<file path="src/rtl/xs_pkg.sv">
package xs_pkg;
  typedef enum logic [1:0] {
    ST_IDLE = 2'd0,
    ST_DISK = 2'd1,
    ST_BUF  = 2'd2
  } xs_state_t;

  localparam int STAT_BUSY = 7;
  localparam int STAT_CORR = 2;
  localparam int STAT_ERR  = 0;
endpackage

</file>
<file path="src/rtl/xs_byte_ctr.sv">
module xs_byte_ctr #(
  parameter int BYTES = 512
) (
  input  logic clk,
  input  logic rst_n,
  input  logic start,
  input  logic active,
  input  logic ack,
  input  logic sec_done,
  input  logic cyl_clr,
  output logic drq,
  output logic done
);
  localparam int BW = (BYTES > 1) ? $clog2(BYTES) : 1;
  localparam logic [BW-1:0] LAST = BW'(BYTES - 1);

  logic [BW-1:0] idx_q, idx_d;
  logic          drq_q, drq_d;
  logic          rearm_q, rearm_d;
  logic          take;

  assign take = active & ack & drq_q;
  assign done = active & ((take & (idx_q == LAST)) | sec_done);
  assign drq  = drq_q;

  always_comb begin
    idx_d   = idx_q;
    drq_d   = drq_q;
    rearm_d = rearm_q;
    if (start) begin
      idx_d   = '0;
      drq_d   = 1'b1;
      rearm_d = 1'b0;
    end else if (!active || done) begin
      drq_d   = 1'b0;
      rearm_d = 1'b0;
    end else if (take) begin
      idx_d   = idx_q + BW'(1);
      drq_d   = 1'b0;
      rearm_d = 1'b1;
    end else if (cyl_clr) begin
      drq_d   = 1'b0;
      rearm_d = 1'b0;
    end else if (rearm_q) begin
      drq_d   = 1'b1;
      rearm_d = 1'b0;
    end
  end

  always_ff @(posedge clk or negedge rst_n) begin
    if (!rst_n) begin
      idx_q   <= '0;
      drq_q   <= 1'b0;
      rearm_q <= 1'b0;
    end else begin
      idx_q   <= idx_d;
      drq_q   <= drq_d;
      rearm_q <= rearm_d;
    end
  end
endmodule

</file>
<file path="src/rtl/xs_task_regs.sv">
module xs_task_regs #(
  parameter int CW = 8
) (
  input  logic          clk,
  input  logic          rst_n,
  input  logic          load,
  input  logic [CW-1:0] cnt_in,
  input  logic [CW-1:0] num_in,
  input  logic          adv,
  output logic [CW-1:0] cnt,
  output logic [CW-1:0] num,
  output logic          last
);
  logic [CW-1:0] cnt_q, cnt_d, num_q, num_d;

  assign cnt  = cnt_q;
  assign num  = num_q;
  assign last = (cnt_q == CW'(1));

  always_comb begin
    cnt_d = cnt_q;
    num_d = num_q;
    if (load) begin
      cnt_d = cnt_in;
      num_d = num_in;
    end else if (adv) begin
      cnt_d = cnt_q - CW'(1);
      num_d = num_q + CW'(1);
    end
  end

  always_ff @(posedge clk or negedge rst_n) begin
    if (!rst_n) begin
      cnt_q <= '0;
      num_q <= '0;
    end else begin
      cnt_q <= cnt_d;
      num_q <= num_d;
    end
  end
endmodule

</file>
<file path="src/rtl/xs_irq_sel.sv">
module xs_irq_sel (
  input  logic clk,
  input  logic rst_n,
  input  logic cmd_wr,
  input  logic set,
  input  logic clr,
  input  logic src_ctrl,
  input  logic dma_irq,
  output logic ctrl_irq,
  output logic sys_irq
);
  logic irq_q, irq_d;

  assign ctrl_irq = irq_q;
  assign sys_irq  = src_ctrl ? irq_q : dma_irq;

  always_comb begin
    irq_d = irq_q;
    if (cmd_wr)   irq_d = 1'b0;
    else if (set) irq_d = 1'b1;
    else if (clr) irq_d = 1'b0;
  end

  always_ff @(posedge clk or negedge rst_n) begin
    if (!rst_n) irq_q <= 1'b0;
    else        irq_q <= irq_d;
  end
endmodule

</file>
<file path="src/rtl/xfer_sequencer.sv">
module xfer_sequencer #(
  parameter int BYTES = 512,
  parameter int CW    = 8
) (
  input  logic          clk,
  input  logic          rst_n,
  input  logic          cmd_wr,
  input  logic          cmd_nonread,
  input  logic          cmd_dma,
  input  logic [CW-1:0] cnt_load,
  input  logic [CW-1:0] num_load,
  input  logic          disk_done,
  input  logic          disk_fatal,
  input  logic          disk_corr,
  input  logic          host_ack,
  input  logic          sec_done,
  input  logic          cyl_access,
  input  logic          stat_rd,
  input  logic          dma_irq_in,
  output logic          drq,
  output logic [7:0]    status,
  output logic [CW-1:0] sec_cnt,
  output logic [CW-1:0] sec_num,
  output logic          ctrl_irq,
  output logic          sys_irq
);
  import xs_pkg::*;

  logic [1:0] rst_sync;
  logic       rst_int_n;

  always_ff @(posedge clk or negedge rst_n) begin
    if (!rst_n) rst_sync <= 2'b00;
    else        rst_sync <= {rst_sync[0], 1'b1};
  end
  assign rst_int_n = rst_sync[1];

  xs_state_t state_q, state_d;
  logic busy_q, busy_d, err_q, err_d, corr_q, corr_d;
  logic dir_q, dir_d, dma_q, dma_d;
  logic adv, irq_set, start, buf_done, last, in_disk_w;

  assign in_disk_w = (state_q == ST_DISK);

  always_comb begin
    state_d = state_q;
    busy_d  = busy_q;
    err_d   = err_q;
    corr_d  = corr_q;
    dir_d   = dir_q;
    dma_d   = dma_q;
    adv     = 1'b0;
    irq_set = 1'b0;
    start   = 1'b0;
    if (cmd_wr) begin
      busy_d  = 1'b1;
      err_d   = 1'b0;
      corr_d  = 1'b0;
      dir_d   = cmd_nonread;
      dma_d   = cmd_dma;
      state_d = cmd_nonread ? ST_BUF : ST_DISK;
      start   = cmd_nonread;
    end else begin
      unique case (state_q)
        ST_DISK: if (disk_done) begin
          if (disk_fatal) begin
            err_d   = 1'b1;
            busy_d  = 1'b0;
            irq_set = 1'b1;
            state_d = ST_IDLE;
          end else begin
            corr_d = corr_q | disk_corr;
            if (!dir_q) begin
              state_d = ST_BUF;
              start   = 1'b1;
              if (!dma_q) begin
                irq_set = 1'b1;
                busy_d  = 1'b0;
              end
            end else begin
              adv = 1'b1;
              if (!dma_q || last) begin
                state_d = ST_IDLE;
                busy_d  = 1'b0;
                irq_set = 1'b1;
              end else begin
                state_d = ST_BUF;
                start   = 1'b1;
              end
            end
          end
        end
        ST_BUF: if (buf_done) begin
          if (!dir_q) begin
            adv = 1'b1;
            if (!dma_q || last) begin
              state_d = ST_IDLE;
              busy_d  = 1'b0;
              irq_set = dma_q;
            end else begin
              state_d = ST_DISK;
            end
          end else begin
            state_d = ST_DISK;
          end
        end
        default: ;
      endcase
    end
  end

  always_ff @(posedge clk or negedge rst_int_n) begin
    if (!rst_int_n) begin
      state_q <= ST_IDLE;
      busy_q  <= 1'b0;
      err_q   <= 1'b0;
      corr_q  <= 1'b0;
      dir_q   <= 1'b0;
      dma_q   <= 1'b0;
    end else begin
      state_q <= state_d;
      busy_q  <= busy_d;
      err_q   <= err_d;
      corr_q  <= corr_d;
      dir_q   <= dir_d;
      dma_q   <= dma_d;
    end
  end

  xs_byte_ctr #(.BYTES(BYTES)) u_bytes (
    .clk     (clk),
    .rst_n   (rst_int_n),
    .start   (start),
    .active  ((state_q == ST_BUF) && !cmd_wr),
    .ack     (host_ack),
    .sec_done(sec_done),
    .cyl_clr (cyl_access),
    .drq     (drq),
    .done    (buf_done)
  );

  xs_task_regs #(.CW(CW)) u_regs (
    .clk   (clk),
    .rst_n (rst_int_n),
    .load  (cmd_wr),
    .cnt_in(cnt_load),
    .num_in(num_load),
    .adv   (adv),
    .cnt   (sec_cnt),
    .num   (sec_num),
    .last  (last)
  );

  xs_irq_sel u_irq (
    .clk     (clk),
    .rst_n   (rst_int_n),
    .cmd_wr  (cmd_wr),
    .set     (irq_set),
    .clr     (stat_rd),
    .src_ctrl(dir_q),
    .dma_irq (dma_irq_in),
    .ctrl_irq(ctrl_irq),
    .sys_irq (sys_irq)
  );

  always_comb begin
    status            = 8'h00;
    status[STAT_BUSY] = busy_q;
    status[STAT_CORR] = corr_q;
    status[STAT_ERR]  = err_q;
  end
endmodule

</file>
<file path="config.mk">
export PLATFORM = sky130hd
export DESIGN_NAME = xfer_sequencer
export DESIGN_NICKNAME = d
export VERILOG_FILES = /design/src/rtl/xs_pkg.sv /design/src/rtl/xs_byte_ctr.sv /design/src/rtl/xs_task_regs.sv /design/src/rtl/xs_irq_sel.sv /design/src/rtl/xfer_sequencer.sv
export SDC_FILE = /design/constraint.sdc
export NUM_CORES = 1
export LEC_CHECK = 0
export BUFFER_PORTS_ARGS = -buffer_cell sky130_fd_sc_hd__buf_4
export CAP_MARGIN = 20
export CORE_ASPECT_RATIO = 0.8
export CORE_MARGIN = 10
export CORE_UTILIZATION = 35
export CTS_CLUSTER_DIAMETER = 80
export DETAILED_ROUTE_END_ITERATION = 6
export PLACE_DENSITY_LB_ADDON = 0.12
export SLEW_MARGIN = 0
export SYNTH_ARGS = -nofsm -noshare
export SYNTH_HDL_FRONTEND = slang
export SYNTH_SLANG_ARGS = --single-unit
</file>
<file path="constraint.sdc">
create_clock -name clk -period 2.5 [get_ports clk]
set_input_delay 0.25 -clock clk [delete_from_list [all_inputs] [get_ports clk]]
set_output_delay 0.25 -clock clk [all_outputs]
set_load 0.01 [all_outputs]
</file>
---- Yosys cells after proc, flatten, opt, wreduce, memory -nomap -nowiden ----
Index checks and enable logic that the tools add are counted.
operators by class
  add/sub/neg operators ................... 3
  eq/ne operators ......................... 10
  muxes and demuxes ....................... 69
  bitwise logic cells ..................... 6
  reductions and logical operators ........ 19
operators with widths
  cell                                                   number
  2-to-1 mux 1 bit                                       50
  2-to-1 mux 8 bit                                       4
  2-to-1 mux 9 bit                                       3
  2-to-1 mux 2 bit                                       8
  nonzero test 2 bit                                     5
  adder 9 x 1 -> 9 bit, second input constant            1
  == test 9 bit, second input constant                   1
  AND reduction 3 bit                                    3
  adder 8 x 1 -> 8 bit, second input constant            1
  == test 8 x 1 -> 1 bit, second input constant          1
  subtractor 8 x 1 -> 8 bit, second input constant       1
  inequality test 3 bit, second input constant           2
  case mux 1 bit (2 select lines)                        3
  nonzero test 3 bit                                     2
  inequality test 5 bit, second input constant           1
  AND reduction 5 bit                                    1
  nonzero test 5 bit                                     1
  bitwise AND 1 bit                                      4
  inequality test 2 bit, second input constant           2
  case mux 2 bit (2 select lines)                        1
  logical NOT 1 bit                                      3
  inequality test 3 x 2 -> 1 bit, second input constant  1
  == test 2 x 1 -> 1 bit, second input constant          1
  == test 2 bit, second input constant                   1
  other kinds (4)                                        6
word-level totals
  flip-flop bits (word level) ............. 37
  input port bits ......................... 29
  logic and storage cells ................. 120

---- Depth between registers and ports, before layout ----
  word-level depth ........................ 12
  gate-level depth with buffers ........... 9
  gate-level depth less buffers ........... 8

---- Cells and area by module ----
From an unflattened synthesis, not the netlist that was laid out.
second synthesis, totals
  cell total of the unflattened synthesis .. 230
  area, all modules ....................... 2150.8 µm²
by module, submodules not included
  module          times used  cells an instance  area an instance (µm²)  sequential area each (µm²)
  xs_task_regs    1           96                 894.6                   400.4
  xs_byte_ctr     1           63                 621.8                   275.3
  xfer_sequencer  1           66                 579.3                   225.2
  xs_irq_sel      1           5                  55.1                    25.0

---- Worst setup path after synthesis ----
OpenSTA, ideal clock, no wires.
  path type ............................... register to register
  start point ............................. reg u_bytes.idx_q[0]
  end point ............................... reg u_regs.cnt_q[1], in the netlist u_regs.cnt[1]
  arrival ................................. 1.921 ns
  required time ........................... 2.374 ns
  path slack .............................. 0.452 ns
  stages on the path, launching flop included .. 10
  path buffers ............................ 1
  clock period less this slack ............ 2.048 ns
  cells stage by stage .................... dfrtp_1 > ha_1 > nand3_1 > nor2_1 > ha_1 > a31o_2 > a21boi_2 > buf_2 > nor4_1 > a311o_1
between the ends
  cells in the longest elaborated chain, start to end .. 8
ends and longest elaborated chain
  element                          RTL line              text
  from (decl)                      xs_byte_ctr.sv:17     logic [BW-1:0] idx_q, idx_d;
  from (signal assigned)           xs_byte_ctr.sv:56     idx_q <= idx_d;
  == test 9 bit                    xs_byte_ctr.sv:23     assign done = active & ((take & (idx_q == LAST)) | sec_done);
  bitwise AND 1 bit                xs_byte_ctr.sv:23
  OR 1 bit                         xs_byte_ctr.sv:23
  bitwise AND 1 bit                xs_byte_ctr.sv:23
  2-to-1 mux 1 bit                 xfer_sequencer.sv:93  ST_BUF: if (buf_done) begin
  case mux 1 bit (2 select lines)  xfer_sequencer.sv:64  unique case (state_q)
  2-to-1 mux 1 bit                 xfer_sequencer.sv:55  if (cmd_wr) begin
  nonzero test 2 bit (no line)     --
  to (signal assigned)             xs_task_regs.sv:37    cnt_q <= cnt_d;
  to (decl)                        xs_task_regs.sv:14    logic [CW-1:0] cnt_q, cnt_d, num_q, num_d;
No other way between the ends.
A chain may end at the register's enable or synchronous reset.

---- Worst setup path in the final report ----
  start point ............................. reg u_bytes.idx_q[0]
  end point ............................... reg u_regs.cnt_q[4], in the netlist u_regs.cnt[4]
The elaborated chain is that of the path after synthesis.

==> out/metrics.sh <==
CRITICAL_PATH.REG2REG.ENDPOINT='u_regs.cnt[4]$_DFFE_PN0P_'
R2R_START='u_bytes.idx_q[0]$_DFFE_PN0P_'
GP_ROUTABILITY_CONGESTION=0.762
SYNTH_CELLS=241
SEQ_AREA_FRAC_SYNTH_PCT=42.2
CRITICAL-PATH-SLOWEST-CELL='sky130_fd_sc_hd__or4b_1'
CELLPOWERDENSITY_nW_PER_UM2=649
VIA_PER_INST=5.20
YS_SEQ_ELEMENTS=37
FIRST_ITER_VIOLATIONS=94
NETLIST-CELL-TYPE-COUNT=52
MOSTFREQUENTLAYOUTCELLS='53 x sky130_fd_sc_hd__buf_4, 37 x sky130_fd_sc_hd__dfrtp_1, 27 x sky130_fd_sc_hd__nor2_1'
FINCLKSKEW_NS=0.00821
DOMINANT_REGISTER_CELL_IN_THE_SYNTHESIZED_NETLIST='sky130_fd_sc_hd__dfrtp_1'
SYNTHESIS.AREA_UM2=2190
POWER.STATIC_LEAKAGE_nW=1.15
HOLD_VIOLATIONS=0
MIN_TO='dma_q$_DFFE_PN0P_'
REPORT.FINAL.SLEW_VIOL_COUNT=0
TRITONCTS.NUM_BUFFERS=5
DETAILEDPLACEMENTHPWL_MM=4.05
CRITICALPATHCATEGORY='flip-flop to flip-flop'
GLOBALROUTE.TOTALOVERFLOW=0
MAX-VDD-IR-DROP_V=0.000283
CTS_TREE='built'
UNREPAIRED_SETUP_ENDPOINTS_AFTER_GLOBAL_ROUTING='false'
DIE-AREA_UM2=9850
GRT_USE_TOTAL_PCT=11.2
SYNTH_TOP_CELL_AREA_SHARE_PCT=42.2
FLOORPLAN.INITIALDENSITY_PCT=36.5
CORE.ROWCOUNT=25
ROOT_BUFFER='sky130_fd_sc_hd__clkbuf_8'
MOST_USED_CELL_ALONG_THE_CRITICAL_PATH='sky130_fd_sc_hd__ha_1'
FF2FF_SETUP_SLACK_NS=0.27
CTS_H_TREE_DEPTH=2
LAYOUT_MIN_CYCLE_TIME_NS=2.23
SYNTH.YOSYS.WARNINGS=0
WORSTSETUPENDPOINTTYPE='flip-flop'
CLOCK.FMAX_MHz=449
CRITPATHMAXSTAGEDELAY_NS=0.50
DRT_DRC_VIOLATIONS_LEFT=0
TIGHTESTPINTRANSITION_NS=0.583
SYNTH_TOP_CELLS_BY_AREA='sky130_fd_sc_hd__dfrtp_1 42%, sky130_fd_sc_hd__nor2_1 4.6%, sky130_fd_sc_hd__a31oi_1 4.3%'
SW_FRAC_OF_TOTAL_PCT=34.7
TIMING.CRITICAL_PATH.FROM_TYPE='flip-flop'
PWR-SHARE-SEQ_PCT=42.0
TOTAL_SWITCHING_POWER_mW=0.607
CHIPWIDTH_UM=108
MIN-DELAY-PATH-CLASS='input pin to flip-flop'
DETAIL-ROUTE-ANTENNA-NETS=0
WL_MM=5.54
CLOCK_POWER_SHARE_PCT=26.8
MAX_CAP_VIOLATIONS=0
CRITICAL_PATH_PEAK_FANOUT=26
ANTENNA_FOUND_INITIAL=0
WORST_R2R_PATH_DEPTH=9
REPORT.FINAL.SETUP_VIOL=0
WORSTHOLDPATHCELLS=3
CTS.REPAIR.RESIZED=0
FINALCRITPERIODSHARE_PCT=89.1
SYNTH_TOP_AREA_CELL='sky130_fd_sc_hd__dfrtp_1'
DRIVE_GT1_SHARE_PCT=24.7
WORSTPATHARRIVAL_NS=2.44
POWER.COMBINATIONAL.FRACTION_PCT=31.2
CP_CELL_SEQUENCE='ha_1 > nand3_1 > nor2_1 > ha_1 > a31o_2 > a21boi_2 > buf_4 > or4b_1 > a31oi_1'
SETUP-TNS-FINAL_NS=0
FIRST_GLOBAL_VIAS=1855
CTS_NUM_SINKS=37
CP_DATA_REQUIRED_TIME_NS=2.71
SYNTH_AREA_PER_CELL_UM2=9.10
MAXSLEWHEADROOM_PCT=61.0
COUNT_OF_PINS_ON_THE_BLOCK_BOUNDARY=56
GRT_MAX_DEGREE=36
RUN_STATUS='finished, final reports clean'
ASYNC_RESET_FF_SHARE_PCT=100
HP-START='cmd_dma'
CTS_MAX_PATH_BUFFERS=2
PATH_CLK_SLEW_NS=0.08
N_ANTENNA_CELL=0
SYNTH_EDF_COUNT=0
FINALNETCOUNT=323
AVERAGE_WIRE_PER_CELL_IN_THE_ROUTED_DESIGN_UM=15.0
DIE_H_UM=90.8
NUMPORTBUFFERS=50
LAYOUT.CELLS.MOST_COMMON='sky130_fd_sc_hd__buf_4'
ROUTED-VIA-COUNT=1919
GRT_FIRST_PASS_WIRELENGTH_MM=9.16
POST_CTS_SETUP_REPAIR_BUFS=0
AREA_GROWTH_SYN_TO_LAYOUT_PCT=22.8
CTS_HOLD_BUFFERS=1
CORE_UM2=6010
POWER_REPORT.INTERNAL_TOTAL_mW=1.14
CLK-INSERTION-DELAY-LATE_NS=0.29
DRTPASS1ITERATIONS=4
POWER.TOTAL_mW=1.75
-- power groups by stage --
stage	registers [mW]	logic (mW)	clock network, mW
6_report	0.734	0.545	0.468
5_1_grt	0.747	0.610	0.509
4_1_cts	0.734	0.550	0.482
3_5_place_dp	0.745	0.545	0
3_3_place_gp	0.746	0.546	0
2_1_floorplan	0.748	0.358	0
-- registers in the layout, indices dropped and copies added (netlist names), 2 cells and up --
register and count:
u_regs.num 8, u_regs.cnt 8, state_q 2, rst_sync 2
u_bytes.idx_q 9
-- synthesized netlist by cell type, drive strengths merged, types with 3 or more instances --
cell type / n
xnor2: 7
o31ai: 4
nor3: 4
or4: 6
dfrtp: 37
ha: 7
nor2: 29
inv: 13
or3: 5
nand2: 15
o21ai: 13
clkbuf: 6
a31oi: 15
a21oi: 5
buf: 13
nor4: 7
nand4b: 3
nand3: 12
-- kinds of logic (layout without fill, tap and decap cells) --
group / after synthesis / after routing / synth area share, %
compound gates: 56 / 56 / 17.4
fa+ha+maj: 7 / 7 / 4.00
other cells: 2 / 6 / 0.343
mux: 2 / 2 / 0.970
buf+inv: 33 / 76 / 8.16
xor+xnor: 7 / 7 / 2.80
flops: 37 / 37 / 42.2
simple gates: 97 / 97 / 24.1
-- worst max-delay path, delay by kind of cell, from the launching register on --
| kind | cells | cell delay (ns) |
|---|---|---|
| compound gates | 3 | 0.45 |
| fa+ha+maj | 2 | 0.40 |
| buf+inv | 1 | 0.21 |
| flops | 1 | 0.40 |
| simple gates | 3 | 0.69 |
-- layer usage --
layer | wire, µm | global-route usage, % | share of wire, % | vias to the layer above
li1 | - | - | - | 955
met4 | 18 | 1.97 | 0.32 | 0
met3 | 389 | 4.28 | 7.0 | 2
met2 | 2450 | 16.8 | 44 | 42
met5 | 0 | 0 | 0 | -
met1 | 2680 | 14.9 | 48 | 920
-- cell type report --
type,count,area [µm²]
clock buffer,7,96.3
clock inverter,1,5.00
fill,610,3310
inverter,14,52.6
multi-input combinational,175,1100
sequential,37,926
tap,81,101
timing repair buffer,54,408
-- through the flow --
stage                     area, µm²  hold slack, ns  std cells  util [%]  worst slack, ns
after floorplan                2210         -0.0456        245         -            0.452
after global placement         2580          0.0329        360      43.0            0.354
after detailed placement       2580          0.0331        360      43.0            0.300
after CTS                      2690           0.161        369      44.8            0.260
after global routing           2690           0.174        369      44.8           0.0199
final                          2690           0.162        369      44.8            0.273
-- how the worst max path moves through the flow --
| stage | startpoint | endpoint | slack [ns] |
|---|---|---|---|
| 6_report | u_bytes.idx_q[0]$_DFFE_PN0P_ | u_regs.cnt[4]$_DFFE_PN0P_ | 0.27 |
| 5_1_grt | u_bytes.idx_q[0]$_DFFE_PN0P_ | u_regs.cnt[4]$_DFFE_PN0P_ | 0.02 |
| 4_1_cts | u_bytes.idx_q[0]$_DFFE_PN0P_ | u_regs.cnt[4]$_DFFE_PN0P_ | 0.26 |
| 3_5_place_dp | u_bytes.idx_q[0]$_DFFE_PN0P_ | u_regs.cnt[4]$_DFFE_PN0P_ | 0.30 |
| 3_3_place_gp | u_bytes.idx_q[0]$_DFFE_PN0P_ | u_regs.num[6]$_DFFE_PN0P_ | 0.35 |
| 2_1_floorplan | u_bytes.idx_q[0]$_DFFE_PN0P_ | u_regs.cnt[1]$_DFFE_PN0P_ | 0.45 |
Note: power is estimated with default switching activity, not from simulation.
